[src/rtl/agc_loop_pkg.sv]
package agc_loop_pkg;

  typedef enum logic {
    SETTLE_MEAN   = 1'b0,
    SETTLE_MEDIAN = 1'b1
  } settle_mode_e;

  function automatic int max_int(input int a, input int b);
    return (a > b) ? a : b;
  endfunction

endpackage

[src/rtl/agc_gain_select.sv]
module agc_gain_select #(
  parameter int SHIFT_W = 4
) (
  input  logic               host_sel,
  input  logic               fe_en,
  input  logic               tag,
  input  logic [SHIFT_W-1:0] gain0,
  input  logic [SHIFT_W-1:0] gain1,
  output logic [SHIFT_W-1:0] shift
);

  // Priority: host override, then filter-engine tag, then default gain 0.
  always_comb begin
    if (host_sel)       shift = gain1;
    else if (fe_en)     shift = tag ? gain1 : gain0;
    else                shift = gain0;
  end

endmodule

[src/rtl/agc_step_calc.sv]
module agc_step_calc
  import agc_loop_pkg::*;
#(
  parameter int ERR_W   = 16,
  parameter int SHIFT_W = 4,
  parameter int DELTA_W = 17
) (
  input  logic signed [ERR_W-1:0]   err,
  input  logic        [SHIFT_W-1:0] shift,
  input  settle_mode_e              mode,
  output logic signed [DELTA_W-1:0] delta
);

  localparam int EXT_W = DELTA_W - ERR_W;

  logic signed [DELTA_W-1:0] err_ext;
  logic signed [DELTA_W-1:0] mean_step;
  logic signed [DELTA_W-1:0] unit_step;

  assign err_ext   = {{EXT_W{err[ERR_W-1]}}, err};
  assign mean_step = err_ext >>> shift;
  assign unit_step = {{(DELTA_W-1){1'b0}}, 1'b1} << shift;

  always_comb begin
    if (mode == SETTLE_MEDIAN) begin
      if (err == '0)            delta = '0;
      else if (err[ERR_W-1])    delta = -unit_step;
      else                      delta = unit_step;
    end else begin
      delta = mean_step;
    end
  end

endmodule

[src/rtl/agc_accum.sv]
module agc_accum
  import agc_loop_pkg::*;
#(
  parameter int GAIN_W  = 16,
  parameter int DELTA_W = 17
) (
  input  logic                      clk,
  input  logic                      rst,
  input  logic        [GAIN_W-1:0]  init_gain,
  input  logic                      upd_en,
  input  logic signed [DELTA_W-1:0] delta,
  output logic        [GAIN_W-1:0]  gain
);

  localparam int SUM_W = max_int(GAIN_W, DELTA_W) + 2;
  localparam logic signed [SUM_W-1:0] TOP_S =
    {{(SUM_W-GAIN_W){1'b0}}, {GAIN_W{1'b1}}};

  logic signed [SUM_W-1:0] gain_s;
  logic signed [SUM_W-1:0] delta_s;
  logic signed [SUM_W-1:0] sum_s;
  logic        [GAIN_W-1:0] gain_nxt;

  assign gain_s  = {{(SUM_W-GAIN_W){1'b0}}, gain};
  assign delta_s = {{(SUM_W-DELTA_W){delta[DELTA_W-1]}}, delta};
  assign sum_s   = gain_s + delta_s;

  always_comb begin
    if (sum_s < 0)          gain_nxt = '0;
    else if (sum_s > TOP_S) gain_nxt = '1;
    else                    gain_nxt = sum_s[GAIN_W-1:0];
  end

  always_ff @(posedge clk) begin
    if (rst)         gain <= init_gain;
    else if (upd_en) gain <= gain_nxt;
  end

  assert_reset_load_R1: assert property (@(posedge clk)
    rst |=> gain == $past(init_gain));

  assert_pos_no_wrap_R7: assert property (@(posedge clk) disable iff (rst)
    (upd_en && delta > 0) |=> gain >= $past(gain));

  assert_neg_no_wrap_R7: assert property (@(posedge clk) disable iff (rst)
    (upd_en && delta < 0) |=> gain <= $past(gain));

endmodule

[src/rtl/agc_loop.sv]
module agc_loop
  import agc_loop_pkg::*;
#(
  parameter int ERR_W   = 16,
  parameter int GAIN_W  = 16,
  parameter int SHIFT_W = 4
) (
  input  logic                    clk,
  input  logic                    rst,
  input  logic [GAIN_W-1:0]       cfg_init_gain,
  input  logic [SHIFT_W-1:0]      cfg_gain0,
  input  logic [SHIFT_W-1:0]      cfg_gain1,
  input  logic                    cfg_host_sel,
  input  logic                    cfg_fe_en,
  input  logic                    cfg_median,
  input  logic                    err_valid,
  output logic                    err_ready,
  input  logic signed [ERR_W-1:0] err_data,
  input  logic                    err_tag,
  output logic [GAIN_W-1:0]       gain_out
);

  localparam int DELTA_W = max_int(ERR_W, 1 << SHIFT_W) + 1;

  logic [SHIFT_W-1:0]        act_shift;
  logic signed [DELTA_W-1:0] step;
  settle_mode_e              mode;
  logic                      accept;

  assign err_ready = 1'b1;
  assign accept    = err_valid && err_ready;
  assign mode      = settle_mode_e'(cfg_median);

  agc_gain_select #(.SHIFT_W(SHIFT_W)) u_sel (
    .host_sel (cfg_host_sel),
    .fe_en    (cfg_fe_en),
    .tag      (err_tag),
    .gain0    (cfg_gain0),
    .gain1    (cfg_gain1),
    .shift    (act_shift)
  );

  agc_step_calc #(.ERR_W(ERR_W), .SHIFT_W(SHIFT_W), .DELTA_W(DELTA_W)) u_step (
    .err   (err_data),
    .shift (act_shift),
    .mode  (mode),
    .delta (step)
  );

  agc_accum #(.GAIN_W(GAIN_W), .DELTA_W(DELTA_W)) u_acc (
    .clk       (clk),
    .rst       (rst),
    .init_gain (cfg_init_gain),
    .upd_en    (accept),
    .delta     (step),
    .gain      (gain_out)
  );

  assert_host_override_R2: assert property (@(posedge clk) disable iff (rst)
    cfg_host_sel |-> act_shift == cfg_gain1);

  assert_default_gain0_R3: assert property (@(posedge clk) disable iff (rst)
    (!cfg_host_sel && !cfg_fe_en) |-> act_shift == cfg_gain0);

  assert_median_zero_R6: assert property (@(posedge clk) disable iff (rst)
    (err_valid && cfg_median && err_data == '0) |=> $stable(gain_out));

  assert_hold_idle_R8: assert property (@(posedge clk) disable iff (rst)
    !err_valid |=> $stable(gain_out));

  assert_always_ready_R9: assert property (@(posedge clk) disable iff (rst)
    err_ready);

endmodule

[config.mk]
export PLATFORM = sky130hd
export DESIGN_NAME = agc_loop
export DESIGN_NICKNAME = d
export VERILOG_FILES = /design/src/rtl/agc_loop_pkg.sv /design/src/rtl/agc_gain_select.sv /design/src/rtl/agc_step_calc.sv /design/src/rtl/agc_accum.sv /design/src/rtl/agc_loop.sv
export SDC_FILE = /design/constraint.sdc
export NUM_CORES = 1
export LEC_CHECK = 0
export BUFFER_PORTS_ARGS = -buffer_cell sky130_fd_sc_hd__buf_2
export CORE_MARGIN = 10
export CORE_UTILIZATION = 33
export DETAILED_ROUTE_END_ITERATION = 10
export GPL_TIMING_DRIVEN = 0
export SLEW_MARGIN = 40
export SYNTH_ARGS = -nofsm -noshare
export SYNTH_HDL_FRONTEND = slang
export SYNTH_HIERARCHICAL = 1
export SYNTH_SLANG_ARGS = --single-unit
export TNS_END_PERCENT = 20
[constraint.sdc]
create_clock -name clk -period 4.15 [get_ports clk]
set_input_delay 0 -clock clk [delete_from_list [all_inputs] [get_ports clk]]
set_output_delay 0 -clock clk [all_outputs]
set_load 0.03 [all_outputs]
==> Word-level counts from Yosys, hierarchy flattened <==
Cells that the tools add are included.
{ "op_classes": {"n_reduce_logical": 2, "addsub": 2, "muxes": 10, "shift": 2, "magnitude_cmp": 2} }
{ "ops": {"columns": ["cell", "n"], "rows": [
  ["2-to-1 mux 16 bit", 4],
  ["2-to-1 mux 17 bit", 3],
  ["adder 17 x 17 -> 18 bit", 1],
  ["> comparator 18 x 17 -> 1 bit (second input constant)", 1],
  ["< comparator 18 x 1 -> 1 bit (second input constant)", 1],
  ["negation 17 bit", 1],
  ["left shift 1 x 4 -> 17 bit (first input constant)", 1],
  [">>> shifter 16 x 4 -> 17 bit", 1],
  ["zero test 16 bit", 1],
  ["2-to-1 mux 4 bit", 3],
  ["nonzero test 2 bit", 1]
]} }
{ "totals": {"in_bits": 47, "word_cells": 19, "out_inout_bits": 17, "ff_bits": 16} }

==> Longest topological paths before layout <==
{ "depth": {"ltp_word": 14, "ltp_mapped": 23, "ltp_nobuf": 19} }

==> By module <==
Netlist, hierarchy kept.
{ "modules_own_cells": {"columns": ["module", "n_inst", "area_each_um2", "cells_each", "seq_area_each_um2"], "rows": [
  ["agc_accum", 1, 1624.1, 174, 480.5],
  ["agc_step_calc", 1, 1343.8, 198, 0.0],
  ["agc_gain_select", 1, 65.1, 5, 0.0],
  ["agc_loop", 1, 11.3, 2, 0.0]
]} }

==> Least setup slack after synthesis <==
OpenSTA, ideal clock, no wires.
{ "synth_timing": {"path_kind": "input to register", "startpoint": "input port cfg_fe_en", "endpoint": "register u_acc.gain[10] (data pin)", "stages": 23, "path_slack_ns": -0.198, "setup_time_ns": 0.270, "t_required_ns": 3.880, "t_arrival_ns": 4.078, "path_buffers": 5, "cell_sequence": "a21oi_4 > mux2_1 > buf_2 > buf_2 > buf_1 > nor2_1 > nand2_1 > ha_1 > clkbuf_1 > or3b_2 > a21oi_1 > nor2_1 > o21ai_1 > a21oi_1 > ha_1 > nand2_1 > nor2_1 > a211oi_2 > o211ai_2 > o31a_4 > buf_6 > o32ai_1 > a21oi_1"} }
{ "synth_via": {"elab_chain_len": 13, "elab_cells_between_ends": 15, "classes_between": "add/sub: 2; order compare: 2; shift: 2; mux: 9"} }
{ "synth_rtl": {"columns": ["element", "line", "text"], "rows": [
  ["start, declared", "agc_loop.sv:14", "input logic cfg_fe_en,"],
  ["2-to-1 mux 4 bit (*)", "agc_gain_select.sv:15", "else if (fe_en) shift = tag ? gain1 : gain0;"],
  ["2-to-1 mux 4 bit (*)", "agc_gain_select.sv:14", "if (host_sel) shift = gain1;"],
  ["named net act_shift[2]", "agc_loop.sv:25", "logic [SHIFT_W-1:0] act_shift;"],
  ["left shift 1 x 4 -> 17 bit", "agc_step_calc.sv:22", "assign unit_step = {{(DELTA_W-1){1'b0}}, 1'b1} << shift;"],
  ["negation 17 bit", "agc_step_calc.sv:27", "else if (err[ERR_W-1]) delta = -unit_step;"],
  ["2-to-1 mux 17 bit", "agc_step_calc.sv:27", null],
  ["2-to-1 mux 17 bit", "agc_step_calc.sv:26", "if (err == '0) delta = '0;"],
  ["2-to-1 mux 17 bit (*)", "agc_step_calc.sv:25", "if (mode == SETTLE_MEDIAN) begin"],
  ["named net step[10]", "agc_loop.sv:26", "logic signed [DELTA_W-1:0] step;"],
  ["adder 17 x 17 -> 18 bit (*)", "agc_accum.sv:26", "assign sum_s = gain_s + delta_s;"],
  ["> comparator 18 x 17 -> 1 bit", "agc_accum.sv:30", "else if (sum_s > TOP_S) gain_nxt = '1;"],
  ["2-to-1 mux 16 bit", "agc_accum.sv:30", null],
  ["2-to-1 mux 16 bit (*)", "agc_accum.sv:29", "if (sum_s < 0) gain_nxt = '0;"],
  ["2-to-1 mux 16 bit (*)", "agc_accum.sv:36", "else if (upd_en) gain <= gain_nxt;"],
  ["2-to-1 mux 16 bit (*)", "agc_accum.sv:35", "if (rst) gain <= init_gain;"],
  ["end signal, assigned", "agc_accum.sv:35", null],
  ["end signal, assigned", "agc_accum.sv:36", null],
  ["end, declared", "agc_accum.sv:12", "output logic [GAIN_W-1:0] gain"]
]} }
Mark *: on every way through the listed nets, which the timed path passes. The rest lies on a longest branch. The select of a mux whose other input is x is not followed.
A chain may end at the register's enable or synchronous reset.

==> Worst setup path in the final report <==
{ "layout_timing": {"startpoint": "input port err_tag", "endpoint": "register u_acc.gain[4] (data pin)"} }
{ "layout_via": {"elab_chain_len": 14, "elab_cells_between_ends": 16, "classes_between": "add/sub: 2; order compare: 2; shift: 2; mux: 10"} }
{ "layout_rtl": {"columns": ["element", "line", "text"], "rows": [
  ["start, declared", "agc_loop.sv:19", "input logic err_tag,"],
  ["2-to-1 mux 4 bit (*) (2 in series)", "agc_gain_select.sv:15", null],
  ["2-to-1 mux 4 bit (*)", "agc_gain_select.sv:14", null],
  ["named net act_shift[0]", "agc_loop.sv:25", null],
  ["left shift 1 x 4 -> 17 bit", "agc_step_calc.sv:22", null],
  ["negation 17 bit", "agc_step_calc.sv:27", null],
  ["2-to-1 mux 17 bit", "agc_step_calc.sv:27", null],
  ["2-to-1 mux 17 bit", "agc_step_calc.sv:26", null],
  ["2-to-1 mux 17 bit (*)", "agc_step_calc.sv:25", null],
  ["named net step[10]", "agc_loop.sv:26", null],
  ["adder 17 x 17 -> 18 bit (*)", "agc_accum.sv:26", null],
  ["> comparator 18 x 17 -> 1 bit", "agc_accum.sv:30", null],
  ["2-to-1 mux 16 bit", "agc_accum.sv:30", null],
  ["2-to-1 mux 16 bit (*)", "agc_accum.sv:29", null],
  ["2-to-1 mux 16 bit (*)", "agc_accum.sv:36", null],
  ["2-to-1 mux 16 bit (*)", "agc_accum.sv:35", null]
]} }
Marked as above.

==> metrics.cfg <==
[global_route]
grt_pass1_vias=3477
grt_pass1_wl_um=17620
grt_max_degree=17
antenna_found_initial=0
grt.overflow.total=0
track_usage_pct=15.96

[synthesis]
synth_top_flop_cell=edfxtp_1
synth_warnings=6
avgSynthCellArea_um2=8.032
synth.area.mux_share_pct=15.25
synth_adder_area_share_pct=7.645
synthXorXnorAreaFrac_pct=4.603
synth.distinct_cells=66
ys_seq_area_share_pct=15.78
synth-compound-area-share_pct=34.77
synth_edf_count=16
ys_ff_latch=16
synthSimpleGateAreaFrac_pct=16.03
netlist_area_um2=3044
synthArstFlopShare_pct=0
syn_inst=379
syn_nets=444
synth_top_family_by_area=compound AO/OA/AOI/OAI gates

[placed_design]
place_hpwl_um=8349
place_area_um2=3541
io_buffers=62
pre_cts_slack_ps=-779.1
placed_cells=549
gp_congestion=0.9342

[clock_tree]
cts_buffers=3
htreeDepth=1
clock-root-buffer=clkbuf_8
clock_latency_ps=260
cts.sinks=16
cts_buffer_depth=2
tritoncts=yes
clk_pin_slew_ps=60

[finish]
top_regs=u_acc/gain: 16 flops
fin_area_um2=4049
area_growth_pct=33.00
largest_register_ffs=16
largest_register=u_acc/gain
instances_no_fill=576
layout_commonest_cell=buf_2
final_util_pct=45.76
final_cell_mix=buf_2 (64), a21oi_1 (38), buf_4 (27), o21ai_0 (26), nand2_1 (25)
antenna_cells=0
nets=534
drive_above_1_share_pct=35.68

[die]
die_area_um2=13470
rows=34
die_h_um=116.0
die_x_um=116.0
fp.coreArea_um2=8848
initial_core_util_pct=34.40
io_pins=64

[critical_path]
crit_fanout=10
rr_worst_depth=11
critPathLaunchType=input pin
cp.required_ps=4120
critical_path_class=in2reg
end_kind=flip-flop
critPathArrivalTime_ps=3990

[status]
outcome=finished, final reports clean

[power]
leakage_nw=1.660
total_power_mw=1.707
ir_drop_mv=0.2964
power.density_nw_per_um2=421.5

[detailed_routing]
wirelength_um=11340
vias_per_cell=5.988
vias=3449
ant_nets=0
remaining_drc_errors=0
wl_per_cell_um=19.69
drt_pass1_iterations=4
drt_iter0_markers=215

[sta]
worst_slack_ps=128.8
slew_headroom_pct=56.25
setup_violations=0
timing.fmax_mhz=248.7
worst_slew_pin_slew_ps=656.3
slew_viol_final=0
hold_violations=0
fin_crit_ps=4021
min_period_over_period_pct=96.90
finClkSkew_ps=3.844

[job]
max-cap-violations=0

[min_path]
min-delay-path-class=in2reg
hold_depth=3

[logic make-up after synthesis]
family,Yosys count
flops,16
xor+xnor,16
fa+ha+maj,18
buf+inv,40
simple gates,98
compound gates,154
other cells,1
mux,36
[metal layers]
metal	global-route usage, %	part of all wire, %	up-vias
li1	-	-	1639
met1	19.45	42	1634
met2	27.57	48	157
met3	2.997	8.5	19
met4	5.338	1.6	0
met5	0	0	-
[worst paths after layout]
check | startpoint | endpoint | slack [ps]
worst max-delay path | err_tag | u_acc/gain[4] | 130
worst min-delay path | cfg_init_gain[0] | u_acc/gain[0] | 120
worst max register to register | u_acc/gain[0] | u_acc/gain[4] | 1440
worst min register to register | u_acc/gain[0] | u_acc/gain[0] | 760
[through the flow]
| step | setup TNS (ps) | hold slack (ps) |
|---|---|---|
| global placement | -9872 | 367.4 |
| CTS | 0 | 100.6 |
| finish | 0 | 116.1 |
| detailed placement | -10750 | 364.6 |
| floorplan | 0 | 230.7 |
| global route | -265.4 | 126.5 |
[cell usage after synthesis, types with 3 or more instances]
cell type / instances / area (um^2)
ha_1: 17 / 212.7
nor2_1: 27 / 101.4
mux4_2: 7 / 157.7
inv_1: 9 / 33.78
nand2b_1: 9 / 56.30
mux2_1: 3 / 33.78
buf_2: 5 / 25.02
edfxtp_1: 16 / 480.5
buf_1: 4 / 15.01
o211ai_1: 6 / 45.04
a211oi_1: 4 / 30.03
nand4_1: 3 / 18.77
o22ai_1: 8 / 50.05
xnor2_1: 8 / 70.07
mux2i_1: 19 / 190.2
xor2_1: 8 / 70.07
o21ai_1: 7 / 35.03
clkbuf_1: 18 / 67.56
nand2_1: 27 / 101.4
a21oi_1: 43 / 215.2
o32ai_1: 17 / 148.9
or4_1: 3 / 22.52
o31ai_1: 5 / 37.54
o21a_1: 4 / 30.03
or2_2: 3 / 18.77
o21ai_0: 30 / 150.1
a21o_1: 6 / 45.04
nor3_1: 5 / 25.02
nor2b_1: 8 / 50.05
and2_1: 3 / 18.77
mux2_2: 6 / 67.56
[timing repair]
action / 4_1_cts / 5_1_grt
pin swaps: 14 / 15
endpoints found under the hold margin: 0 / 0
hold buffers: 0 / 0
buffers inserted: 8 / 18
endpoints found under the setup margin: 16 / 16
gates cloned: 0 / 1
resized for setup: 32 / 41
[area by class of cell]
type	instances	area [um^2]
Clock buffer	3	41.29
Tap cell	108	135.1
Clock inverter	1	3.754
Buffer	27	227.7
Inverter	9	33.78
Fill cell	869	4800
Multi-Input combinational cell	323	2596
Timing Repair Buffer	89	530.5
Sequential cell	16	480.5
[where the power goes]
part           total (mW)  internal (mW)  switching (mW)
combinational        1.32          0.552           0.767
clock               0.125         0.0659          0.0590
sequential          0.263          0.234          0.0281
[critical path, cell delays in order]
cell      delay [ps]
buf_2            110
a21oi_4          230
mux2_4           340
clkbuf_8         180
clkbuf_8         180
nand2_2           80
ha_2             180
buf_6            150
or3b_4           400
a21oi_2          170
nor2_1            50
o21ai_1           90
a21oi_1           90
ha_1             350
nand2_1           80
nor2_1            50
a211oi_2         200
o211ai_2         120
o31a_4           400
buf_4            150
o32ai_2          280
a21oi_1           90
Power figures use the tool's default switching activity.
